[config.mk]
export PLATFORM = sky130hd
export DESIGN_NAME = reply_ring_gen
export DESIGN_NICKNAME = d
export VERILOG_FILES = /design/src/rtl/rag_pkg.sv /design/src/rtl/rag_base_reg.sv /design/src/rtl/rag_slot_ptr.sv /design/src/rtl/rag_write_seq.sv /design/src/rtl/rag_irq.sv /design/src/rtl/reply_ring_gen.sv
export SDC_FILE = /design/constraint.sdc
export NUM_CORES = 1
export LEC_CHECK = 0
export BUFFER_PORTS_ARGS = -buffer_cell sky130_fd_sc_hd__clkbuf_2
export CORE_ASPECT_RATIO = 0.6
export CORE_MARGIN = 3
export CORE_UTILIZATION = 46
export CTS_CLUSTER_SIZE = 40
export DETAILED_ROUTE_END_ITERATION = 16
export PLACE_DENSITY = 0.75
export SYNTH_ARGS = -nofsm -noshare
export SYNTH_HDL_FRONTEND = slang
export SYNTH_SLANG_ARGS = --single-unit
[constraint.sdc]
create_clock -name clk -period 2.4 [get_ports clk]
set_clock_uncertainty 0.2 [all_clocks]
set_input_delay 0.24 -clock clk [delete_from_list [all_inputs] [get_ports clk]]
set_output_delay 0.24 -clock clk [all_outputs]
set_load 0.03 [all_outputs]
[src/rtl/rag_pkg.sv]
package rag_pkg;

  localparam int HALF_W = 16;

  typedef enum logic [1:0] {
    PH_IDLE = 2'd0,
    PH_HDR  = 2'd1,
    PH_PAY  = 2'd2
  } phase_e;

  // Low address half of a slot: only the low half ever carries.
  function automatic logic [HALF_W-1:0] slot_low(input logic [HALF_W-1:0] lo,
                                                  input logic [HALF_W-1:0] off);
    return lo + off;
  endfunction

  // Next ring offset: step by the slot size, fold to zero at the ring size.
  function automatic int unsigned ring_step(input int unsigned off,
                                            input int unsigned slot,
                                            input int unsigned ring);
    return ((off + slot) >= ring) ? 0 : (off + slot);
  endfunction

endpackage

[src/rtl/rag_base_reg.sv]
module rag_base_reg #(
  parameter int HALF_W = 16
) (
  input  logic              clk,
  input  logic              rst_n,
  input  logic              hi_ld,
  input  logic              lo_ld,
  input  logic [HALF_W-1:0] base_half,
  output logic [HALF_W-1:0] eff_hi,
  output logic [HALF_W-1:0] eff_lo,
  output logic              eff_armed,
  output logic              armed_q,
  output logic              commit
);
  logic [HALF_W-1:0] hi_stage_q;
  logic [HALF_W-1:0] hi_q;
  logic [HALF_W-1:0] lo_q;

  assign commit    = lo_ld;
  assign eff_hi    = commit ? hi_stage_q : hi_q;
  assign eff_lo    = commit ? base_half  : lo_q;
  assign eff_armed = commit | armed_q;

  always_ff @(posedge clk or negedge rst_n) begin
    if (!rst_n) begin
      hi_stage_q <= '0;
      hi_q       <= '0;
      lo_q       <= '0;
      armed_q    <= 1'b0;
    end else begin
      if (hi_ld) hi_stage_q <= base_half;
      if (commit) begin
        hi_q    <= hi_stage_q;
        lo_q    <= base_half;
        armed_q <= 1'b1;
      end
    end
  end
endmodule

[src/rtl/rag_slot_ptr.sv]
module rag_slot_ptr #(
  parameter int SLOT_BYTES = 8,
  parameter int RING_BYTES = 128,
  parameter int OFF_W      = $clog2(RING_BYTES)
) (
  input  logic             clk,
  input  logic             rst_n,
  input  logic             commit,
  input  logic             take,
  output logic [OFF_W-1:0] eff_off
);
  logic [OFF_W-1:0] off_q;
  logic [OFF_W-1:0] off_next;

  assign eff_off  = commit ? '0 : off_q;
  assign off_next = OFF_W'(rag_pkg::ring_step(int'(eff_off), SLOT_BYTES, RING_BYTES));

  always_ff @(posedge clk or negedge rst_n) begin
    if (!rst_n)      off_q <= '0;
    else if (take)   off_q <= off_next;
    else if (commit) off_q <= '0;
  end
endmodule

[src/rtl/rag_write_seq.sv]
module rag_write_seq #(
  parameter int HALF_W     = 16,
  parameter int DATA_W     = 32,
  parameter int PAY_W      = 24,
  parameter int WORD_BYTES = 4,
  parameter logic [DATA_W-1:0] HDR_WORD = 32'h0001_0002
) (
  input  logic                 clk,
  input  logic                 rst_n,
  input  logic                 req_valid,
  input  logic [PAY_W-1:0]     req_payload,
  input  logic                 eff_armed,
  input  logic [HALF_W-1:0]    eff_hi,
  input  logic [HALF_W-1:0]    slot_lo,
  input  logic                 wr_ready,
  output logic                 req_ready,
  output logic                 take,
  output logic                 wr_valid,
  output logic [2*HALF_W-1:0]  wr_addr,
  output logic [DATA_W-1:0]    wr_data,
  output logic                 done,
  output rag_pkg::phase_e      phase
);
  import rag_pkg::*;

  logic [HALF_W-1:0] hi_q;
  logic [HALF_W-1:0] lo_q;
  logic [PAY_W-1:0]  pay_q;

  assign req_ready = (phase == PH_IDLE);
  assign take      = req_valid && req_ready && eff_armed;
  assign wr_valid  = (phase != PH_IDLE);
  assign done      = (phase == PH_PAY) && wr_ready;

  always_comb begin
    if (phase == PH_PAY) begin
      wr_addr = {hi_q, slot_low(lo_q, HALF_W'(WORD_BYTES))};
      wr_data = {{(DATA_W-PAY_W){1'b0}}, pay_q};
    end else begin
      wr_addr = {hi_q, lo_q};
      wr_data = HDR_WORD;
    end
  end

  always_ff @(posedge clk or negedge rst_n) begin
    if (!rst_n) begin
      phase <= PH_IDLE;
      hi_q  <= '0;
      lo_q  <= '0;
      pay_q <= '0;
    end else begin
      case (phase)
        PH_IDLE: if (take) begin
          phase <= PH_HDR;
          hi_q  <= eff_hi;
          lo_q  <= slot_lo;
          pay_q <= req_payload;
        end
        PH_HDR:  if (wr_ready) phase <= PH_PAY;
        PH_PAY:  if (wr_ready) phase <= PH_IDLE;
        default: phase <= PH_IDLE;
      endcase
    end
  end
endmodule

[src/rtl/rag_irq.sv]
module rag_irq (
  input  logic clk,
  input  logic rst_n,
  input  logic done,
  input  logic irq_en,
  input  logic irq_ack,
  output logic irq_req
);
  always_ff @(posedge clk or negedge rst_n) begin
    if (!rst_n)                irq_req <= 1'b0;
    else if (done && irq_en)   irq_req <= 1'b1;
    else if (irq_ack)          irq_req <= 1'b0;
  end
endmodule

[src/rtl/reply_ring_gen.sv]
module reply_ring_gen #(
  parameter int HALF_W     = rag_pkg::HALF_W,
  parameter int DATA_W     = 32,
  parameter int PAY_W      = 24,
  parameter int WORD_BYTES = 4,
  parameter int SLOT_BYTES = 8,
  parameter int RING_BYTES = 128,
  parameter logic [DATA_W-1:0] HDR_WORD = 32'h0001_0002,
  parameter logic [7:0] IRQ_VECTOR = 8'hF0,
  parameter logic [2:0] IRQ_PRIO   = 3'd5
) (
  input  logic                clk,
  input  logic                rst_n,
  input  logic                hi_ld,
  input  logic                lo_ld,
  input  logic [HALF_W-1:0]   base_half,
  input  logic                req_valid,
  output logic                req_ready,
  input  logic [PAY_W-1:0]    req_payload,
  input  logic                irq_en,
  output logic                wr_valid,
  input  logic                wr_ready,
  output logic [2*HALF_W-1:0] wr_addr,
  output logic [DATA_W-1:0]   wr_data,
  output logic                irq_req,
  input  logic                irq_ack,
  output logic [7:0]          irq_vec,
  output logic [2:0]          irq_level,
  output logic                armed
);
  localparam int OFF_W = $clog2(RING_BYTES);

  logic [HALF_W-1:0] eff_hi;
  logic [HALF_W-1:0] eff_lo;
  logic              eff_armed;
  logic              commit;
  logic              take;
  logic              done;
  logic [OFF_W-1:0]  eff_off;
  logic [HALF_W-1:0] slot_lo;
  rag_pkg::phase_e   phase;

  rag_base_reg #(.HALF_W(HALF_W)) u_base (
    .clk(clk), .rst_n(rst_n), .hi_ld(hi_ld), .lo_ld(lo_ld),
    .base_half(base_half), .eff_hi(eff_hi), .eff_lo(eff_lo),
    .eff_armed(eff_armed), .armed_q(armed), .commit(commit)
  );

  rag_slot_ptr #(.SLOT_BYTES(SLOT_BYTES), .RING_BYTES(RING_BYTES), .OFF_W(OFF_W)) u_ptr (
    .clk(clk), .rst_n(rst_n), .commit(commit), .take(take), .eff_off(eff_off)
  );

  assign slot_lo = rag_pkg::slot_low(eff_lo, HALF_W'(eff_off));

  rag_write_seq #(
    .HALF_W(HALF_W), .DATA_W(DATA_W), .PAY_W(PAY_W),
    .WORD_BYTES(WORD_BYTES), .HDR_WORD(HDR_WORD)
  ) u_seq (
    .clk(clk), .rst_n(rst_n), .req_valid(req_valid), .req_payload(req_payload),
    .eff_armed(eff_armed), .eff_hi(eff_hi), .slot_lo(slot_lo),
    .wr_ready(wr_ready), .req_ready(req_ready), .take(take),
    .wr_valid(wr_valid), .wr_addr(wr_addr), .wr_data(wr_data),
    .done(done), .phase(phase)
  );

  rag_irq u_irq (
    .clk(clk), .rst_n(rst_n), .done(done), .irq_en(irq_en),
    .irq_ack(irq_ack), .irq_req(irq_req)
  );

  assign irq_vec   = IRQ_VECTOR;
  assign irq_level = IRQ_PRIO;
endmodule


==> impl_metrics.ini, run 1 <==
[status]
status = complete, no violations

[placement]
dpl.hpwl_um = 8825
dp_cells = 765
postPlaceCellArea_um2 = 6301
gp_congestion = 0.8262
port_buffers = 107

[clock_tree]
h-tree-depth = 4
cts_buffers = 17
cts_root_buffer = clkbuf_16
clock_latency_ns = 0.41
clock_path_buffers = 2
cts.sinks = 115
clk_pin_slew_worst_paths_ns = 0.05
cts_tree = done

[critical_path]
r2r_cells = 7
worstReg2RegStart = u_base.lo_q[5]
cp_max_fo = 7
crit_slowest_cell = dfrtp_1
r2r-end = u_seq.lo_q[13]
slowest_delay_ns = 0.38
worstPathCellList = mux2_4, ha_4, a21o_1, a221o_1, a31o_4, and4_4, o31ai_2
path_buf_inv = 0
worst_setup_path_start_kind = register
setup.worst_path.end_class = register
cp-startpoint = u_base.lo_q[5]
crit_family = compound AO/OA/AOI/OAI gates
cp_num_cells = 7
worstPathRequired_ns = 2.52
r2r_slack_ns = 0.04
crit_type = register to register
cp.arrival_ns = 2.47

[pwr]
p_sw_w = 0.003222
p_per_area_nw_per_um2 = 1130
cellInternalPower_w = 0.005303
p_clk_share_pct = 30.0
seqPwrFrac_pct = 34.6
power_frac_comb_pct = 35.4
power.share.switching_pct = 37.79
vdd_drop_max_mv = 0.5119
p_leak_nw = 3.610

[routing]
first_iter_violations = 179
ant_nets = 0
dr.pass1.iters = 4
viasPerCell = 4.945
detail_route.wl_per_cell_um = 15.79
drt_wl_total_um = 13390
drc = 0
vias = 4193

[synth]
async_flop_share_pct = 100.0
synth_flop_cell = dfrtp_1
syn_area_um2 = 5443
ys_seq_area_share_pct = 52.87
ys_ff_latch = 115
synth_edf_count = 0
yosys_warnings = 0
synth_cell_types = 50
syn_inst = 495
synth_area_per_cell_um2 = 11.00

[cells_and_area]
syn2layout_area_growth_pct = 38.67
drive_gt1_share_pct = 39.10
nets = 731
layout.cells.most_common_list = dfrtp_1, clkbuf_2, nand2_1
final_common_cell = dfrtp_1
design_area_um2 = 7547
diodes = 0
fin_cells = 848
post-route-util_pct = 66.14

[die]
core-area_um2 = 11410
die_area_um2 = 13220
die_x_um = 146.4
rows = 30
dieHeight_um = 90.26
ios = 127
start_util_pct = 47.70

[flow_run]
cap_violations = 0

[timing]
finalSetupViolCount = 0
maxSlewViolCount = 0
relSlewSlack_pct = 58.37
holdWs_ns = 0.1103
min_period_ns = 2.356
worst_pin_slew_ns = 0.6188
hold_viol_final = 0
max_freq_mhz = 424.5
fin_crit_sh_pct = 98.15

[grt]
antenna_found_initial = 0
grt_pass1_vias = 4390
grt_overflow = 0
grt_pass1_wl_um = 21820
grt_max_degree = 56
track_usage_pct = 20.62

[min_path]
hold_class = input port to async pin
==> worst register-to-register path, delay by kind of cell (launching register included) <==
family	cells	cell delay, ns
flops	1	0.38
simple gates	1	0.20
mux	1	0.29
compound gates	4	0.97
fa+ha+maj	1	0.23
==> flip-flops by register name, summed over array words and instances, names as in the netlist <==
signal	flops
u_seq.lo_q	16
u_base.lo_q	16
u_seq.hi_q	16
u_seq.pay_q	24
u_irq.irq_req	1
u_seq.phase	2
u_base.hi_q	16
u_ptr.off_q	7
u_base.armed_q	1
u_base.hi_stage_q	16
==> per-stage QoR <==
step	TNS, ns	power (W)	setup slack [ns]
after floorplan	-2.173	0.004974	-0.2900
after global placement	-1.135	0.005718	-0.1687
after detailed placement	-2.083	0.005835	-0.2515
after CTS	-0.01780	0.008519	-0.009101
after global routing	-0.04202	0.008977	-0.01936
final	0	0.008525	0.04435
==> synth_stat cells, types with 2 or more instances <==
cell type / instances / area, um2
nand4_1: 3 / 18.77
buf_4: 21 / 157.7
and4_1: 2 / 17.52
dfrtp_1: 115 / 2878
mux2_2: 61 / 686.9
and2_1: 23 / 143.9
a21oi_1: 3 / 15.01
buf_2: 10 / 50.05
nor3_1: 5 / 25.02
a31oi_1: 5 / 31.28
nand2_1: 98 / 367.9
o221ai_1: 3 / 26.28
nand3_1: 11 / 55.05
nor2_1: 10 / 37.54
conb_1: 2 / 7.510
nand2b_1: 6 / 37.54
inv_1: 14 / 52.55
and3_1: 4 / 25.02
xnor2_1: 14 / 122.6
nor2b_1: 8 / 50.05
ha_1: 7 / 87.58
xor2_1: 12 / 105.1
o31ai_1: 4 / 30.03
or3_1: 2 / 12.51
mux2i_1: 5 / 50.05
o21ai_0: 13 / 65.06
a21o_1: 2 / 15.01
clkbuf_1: 10 / 37.54
==> logic make-up (layout without fill, tap and decap cells) <==
kind of cell,count (synthesis),after routing,share of synthesized area [%]
buffers and inverters,56,232,5.678
muxes,66,66,13.54
and+or+nand+nor,180,180,15.72
xor gates and xnor gates,26,26,4.184
other,2,19,0.1380
AOI/OAI and AO/OA,42,42,5.885
adders and majority gates,8,8,1.977
DFF,115,115,52.87
==> per-layer routing <==
layer  up-vias  global-route usage, %  wire [um]
met5         -                      0          0
met4         0                  6.103        178
met3        20                  5.316        504
met2        94                  33.24       6514
met1      2084                  27.76       6192
li1       1995                      -          -
==> final cells by class <==
type,instances,area [um2]
sequential,115,2882
multi-input combinational,341,2525
timing repair buffer,186,1286
tap,160,200.2
clock buffer,19,442.9
clock inverter,13,158.9
inverter,14,52.55
fill,898,3864
==> power groups by stage <==
stage	sequential [W]	combinational, W	clock (W)
CTS	0.00293	0.00299	0.00260
global placement	0.00291	0.00281	0
finish	0.00295	0.00302	0.00255
detailed placement	0.00294	0.00289	0
global route	0.00303	0.00326	0.00269
floorplan	0.00313	0.00185	0
==> worst max path at each step <==
stage,end,slack [ns]
floorplan,u_seq.lo_q[14],-0.29
global placement,u_seq.lo_q[13],-0.17
detailed placement,u_seq.lo_q[13],-0.25
CTS,u_seq.lo_q[8],-0.009
global route,wr_addr[14],-0.02
finish,u_seq.lo_q[13],0.04
==> what timing repair did <==
item / in CTS / in global routing
hold buffers: 49 / 0
endpoints found under the setup margin: 6 / 18
endpoints found under the hold margin: 172 / 0
setup buffers: 1 / 1
resized for setup: 3 / 35
pin swaps: 2 / 11
Note: power is estimated with default switching activity, not from simulation.
==> inputs of run 2 (changes only) <==
--- a/config.mk
+++ b/config.mk
@@ -9,9 +9,11 @@
 export CORE_ASPECT_RATIO = 0.6
 export CORE_MARGIN = 3
 export CORE_UTILIZATION = 46
-export CTS_CLUSTER_SIZE = 40
+export CTS_CLUSTER_SIZE = 12
 export DETAILED_ROUTE_END_ITERATION = 16
+export GPL_TIMING_DRIVEN = 0
 export PLACE_DENSITY = 0.75
+export SLEW_MARGIN = 0
 export SYNTH_ARGS = -nofsm -noshare
 export SYNTH_HDL_FRONTEND = slang
 export SYNTH_SLANG_ARGS = --single-unit
==> impl_metrics.ini, run 2 (synthesis gave the netlist of run 1 again) <==
[status]
status = complete, but fails checks
violations = setup timing

[grt]
antenna_found_initial = 0
grt_max_degree = 116
track_usage_pct = 20.99
grtUsageMet2_pct = 33.09
grt_overflow = 0
grt_pass1_wl_um = 22120
gr-usage-met1_pct = 28.88
top_usage_layer = met2
met3_usage_pct = 5.968
grt_pass1_vias = 4423

[clock_tree]
cts_root_buffer = clkbuf_16
cts.sinks = 115
clock_latency_ns = 0.41
cts_buffers = 17
h-tree-depth = 4
cts_tree = done
clk_pin_slew_worst_paths_ns = 0.05
clock_path_buffers = 2

[die]
dieHeight_um = 90.26
ios = 127
core-area_um2 = 11410
start_util_pct = 47.70
rows = 30
die_area_um2 = 13220
die_x_um = 146.4

[routing]
drc = 0
drt_wl_total_um = 13570
viasPerCell = 4.886
vias = 4261
detail_route.wl_per_cell_um = 15.56
first_iter_violations = 269
ant_nets = 0
dr.pass1.iters = 4

[cells_and_area]
multi_input_area_um2 = 2504
final_common_cell = dfrtp_1
top_register = u_seq.pay_q
nets = 755
register_area_um2 = 2879
syn2layout_area_growth_pct = 42.25
fill_cells = 899
design_area_um2 = 7742
layout.cells.most_common_list = dfrtp_1, clkbuf_2, nand2_1
drive_gt1_share_pct = 38.34
largest_reg_flops = 24
diodes = 0
post-route-util_pct = 67.85

[timing]
holdWs_ns = 0.02545
worst_pin_slew_ns = 0.9292
relSlewSlack_pct = 38.06
min_period_ns = 2.455
grt_setup_unrepaired = true
setup_slack_ns = -0.05518
fin_crit_sh_pct = 102.3
maxSlewViolCount = 0
finalSetupViolCount = 4
max_freq_mhz = 407.3
hold_viol_final = 0

[pwr]
p_per_area_nw_per_um2 = 1157
vdd_drop_max_mv = 0.7261
p_leak_nw = 3.740

[critical_path]
slowest_delay_ns = 0.38
crit_slowest_cell = a221o_1
worstPathCellList = mux2_4, ha_4, a21o_1, a221o_1, a31o_4, and3_4, o31ai_1
setup.worst_path.end_class = register
crit_type = register to register
cp_max_fo = 7
cp.arrival_ns = 2.56
worstPathRequired_ns = 2.50
path_buf_inv = 0
crit_family = compound AO/OA/AOI/OAI gates
worst_setup_path_start_kind = register

[placement]
dpl.hpwl_um = 8897
gp_congestion = 0.8413
port_buffers = 105
postPlaceCellArea_um2 = 6332

[min_path]
hold_class = input port to register

[flow_run]
cap_violations = 0
==> run 2: cell types whose count changed in the layout (fill, tap and decap cells not counted), sizes merged <==
cell,delta
buf,+13
bufinv,+3
clkbuf,+14
clkinv,-3
clkinvlp,-3
dlygate4sd3,+1
inv,-1
==> run 2: tightest hold or removal path, stage by stage <==
cell      delay [ns]
clkbuf_2        0.10
mux2i_1         0.12
inv_1           0.12
==> run 2: through the flow <==
stage	power (W)	setup WS (ns)	setup TNS (ns)	instances
6_report	0.008955	-0.05518	-0.1776	872
2_1_floorplan	0.004974	-0.2900	-2.173	512
5_1_grt	0.009434	-0.1365	-0.6141	872
3_5_place_dp	0.005870	-0.5775	-5.229	777
4_1_cts	0.008917	-0.01927	-0.01927	864
3_3_place_gp	0.005759	-0.7138	-85.28	777
==> run 2: timing repair <==
item,CTS,global route
pin swaps,8,6
setup endpoints to repair,26,26
buffers inserted,6,8
gates resized for setup,15,23
hold buffers,50,0
hold endpoints to repair,174,0
==> run 2: per-layer routing <==
layer,routed length [um],up-vias,part of all wire (%)
li1,-,2036,-
met1,6238,2115,46
met3,653,11,4.8
met4,127,0,0.94
met2,6551,99,48
met5,0,-,0
==> run 2: area by class of cell <==
class	instances	area share [%]
Multi-Input combinational cell	341	32.34
Timing Repair Buffer	169	14.82
Inverter	14	0.6787
Clock inverter	9	2.569
Buffer	41	3.652
Tap cell	160	2.586
Sequential cell	115	37.18
Clock buffer	23	6.173
==> run 2: path summary, 6_finish.rpt <==
check                           startpoint         endpoint  slack, ns  depth (start not counted)
max                         u_base.lo_q[5]    u_seq.lo_q[9]      -0.06                          7
min                           base_half[1]   u_base.lo_q[1]       0.03                          3
max reg2reg                 u_base.lo_q[5]    u_seq.lo_q[9]      -0.06                          7
min reg2reg                u_seq.pay_q[23]  u_seq.pay_q[23]       0.26                          2
max in group asynchronous            rst_n    u_seq.lo_q[5]       1.00                          2
min in group asynchronous            rst_n   u_seq.lo_q[15]       0.31                          2
==> run 2: power breakdown <==
group | switching (W) | internal, W | leakage [nW]
clock network | 0.000867 | 0.00203 | 0.331
logic | 0.00198 | 0.00117 | 2.02
registers | 0.000372 | 0.00254 | 1.39
total | 0.00322 | 0.00573 | 3.74
==> inputs of run 3 (changes only) <==
--- a/config.mk
+++ b/config.mk
@@ -13,6 +13,7 @@
 export DETAILED_ROUTE_END_ITERATION = 16
 export GPL_TIMING_DRIVEN = 0
 export PLACE_DENSITY = 0.75
+export SKIP_CTS_REPAIR_TIMING = 1
 export SLEW_MARGIN = 0
 export SYNTH_ARGS = -nofsm -noshare
 export SYNTH_HDL_FRONTEND = slang
==> impl_metrics.ini, run 3 (synthesis gave the netlist of run 1 again) <==
[die]
die_x_um = 146.4
ios = 127
die_area_um2 = 13220
dieHeight_um = 90.26
start_util_pct = 47.70
core-area_um2 = 11410
rows = 30

[critical_path]
cp.arrival_ns = 2.54
worst_setup_path_start_kind = register
crit_type = register to register
cp-startpoint = u_base.lo_q[0]
r2r-end = u_seq.lo_q[6]
crit_slowest_cell = o311a_4
r2r_slack_ns = -0.05
worstPathRequired_ns = 2.49
slowest_delay_ns = 0.38
worstReg2RegStart = u_base.lo_q[0]
r2r_cells = 9
crit_family = compound AO/OA/AOI/OAI gates
crit_end = u_seq.lo_q[6]
cp_num_cells = 9
path_buf_inv = 1
cp_max_fo = 7
worstPathCellList = mux2_4, ha_4, inv_2, fa_2, nor2b_2, o311a_4, a311oi_2, nor2_1, o22a_1
setup.worst_path.end_class = register

[timing]
min_period_ns = 2.454
relSlewSlack_pct = 38.45
setup_tns_ns = -0.1626
holdWs_ns = -0.01182
grt_setup_unrepaired = true
setup_slack_ns = -0.05382
fin_crit_sh_pct = 102.2
worst_pin_slew_ns = 0.9232
finalSetupViolCount = 4
maxSlewViolCount = 0
hold_viol_final = 1
max_freq_mhz = 407.5

[grt]
grt_pass1_vias = 4079
track_usage_pct = 19.30
gr-usage-met1_pct = 27.32
top_usage_layer = met2
grt_overflow = 0
grt_max_degree = 116
antenna_found_initial = 0
grtUsageMet2_pct = 29.01
grt_pass1_wl_um = 20320
met3_usage_pct = 6.068

[routing]
detail_route.wl_per_cell_um = 15.41
dr.pass1.iters = 4
vias = 4233
drt_wl_total_um = 13330
drc = 0
ant_nets = 0
first_iter_violations = 216
viasPerCell = 4.894

[cells_and_area]
layout.cells.most_common_list = dfrtp_1, clkbuf_2, nand2_1
fill_cells = 904
top_register = u_seq.pay_q
fin_cells = 865
post-route-util_pct = 67.30
diodes = 0
nets = 748
final_common_cell = dfrtp_1
syn2layout_area_growth_pct = 41.10
largest_reg_flops = 24
drive_gt1_share_pct = 37.45
design_area_um2 = 7680

[placement]
postPlaceCellArea_um2 = 6332
gp_congestion = 0.8413
dp_cells = 777
place_ws_ns = -0.5775
dpl.hpwl_um = 8897
port_buffers = 105

[pwr]
p_clk_share_pct = 32.4
power_frac_comb_pct = 35.0
p_per_area_nw_per_um2 = 1161
p_sw_w = 0.003194
p_leak_nw = 3.700
power.share.switching_pct = 35.81
cellInternalPower_w = 0.005726
seqPwrFrac_pct = 32.6
vdd_drop_max_mv = 0.7256

[clock_tree]
cts_buffers = 17
h-tree-depth = 4
clk_pin_slew_worst_paths_ns = 0.05
clock_latency_ns = 0.41
clock_path_buffers = 2
cts_root_buffer = clkbuf_16
cts.sinks = 115
cts_tree = done

[min_path]
hold_class = input port to register

[flow_run]
cap_violations = 0

[status]
violations = hold timing, setup timing
status = complete, but fails checks
## run 3: worst min path at each step
stage	startpoint	endpoint	slack, ns	cells after the start
2_1_floorplan	rst_n	u_base.armed_q	-0.26	0
3_3_place_gp	req_payload[11]	u_seq.pay_q[11]	0.23	3
3_5_place_dp	rst_n	u_base.lo_q[12]	0.24	1
4_1_cts	rst_n	u_seq.hi_q[12]	-0.20	1
5_1_grt	lo_ld	u_base.lo_q[13]	0.006	2
6_report	base_half[1]	u_base.lo_q[1]	-0.01	3
## run 3: area by class of cell
class	count	area (um2)	area share, %
Inverter	14	52.55	0.6843
Buffer	41	295.3	3.845
Sequential cell	115	2879	37.49
Timing Repair Buffer	162	1095	14.26
Clock inverter	9	198.9	2.590
Clock buffer	23	478.0	6.224
Tap cell	160	200.2	2.607
Multi-Input combinational cell	341	2481	32.31
## run 3: through the flow
| step | hold slack, ns | total power [W] |
|---|---|---|
| 3_3_place_gp | 0.2309 | 0.005759 |
| 6_report | -0.01182 | 0.008919 |
| 2_1_floorplan | -0.2556 | 0.004974 |
| 5_1_grt | 0.005798 | 0.009411 |
| 4_1_cts | -0.1975 | 0.008792 |
| 3_5_place_dp | 0.2357 | 0.005870 |
## run 3: power groups by stage
stage                     combinational [W]  sequential, W  clock, W
after floorplan                     0.00185        0.00313         0
after global placement              0.00286        0.00290         0
after detailed placement            0.00294        0.00293         0
after CTS                           0.00296        0.00290   0.00293
after global routing                0.00340        0.00299   0.00302
final                               0.00312        0.00291   0.00289
## run 3: worst min-delay path: stages
cell and delay (ns):
clkbuf_2 0.11, mux2i_2 0.09, inv_1 0.11
## run 3: per-layer routing
layer | part of all wire [%] | vias up
met5 | 0 | -
met4 | 1.6 | 0
met3 | 5.0 | 16
met2 | 48 | 127
met1 | 45 | 2068
li1 | - | 2022
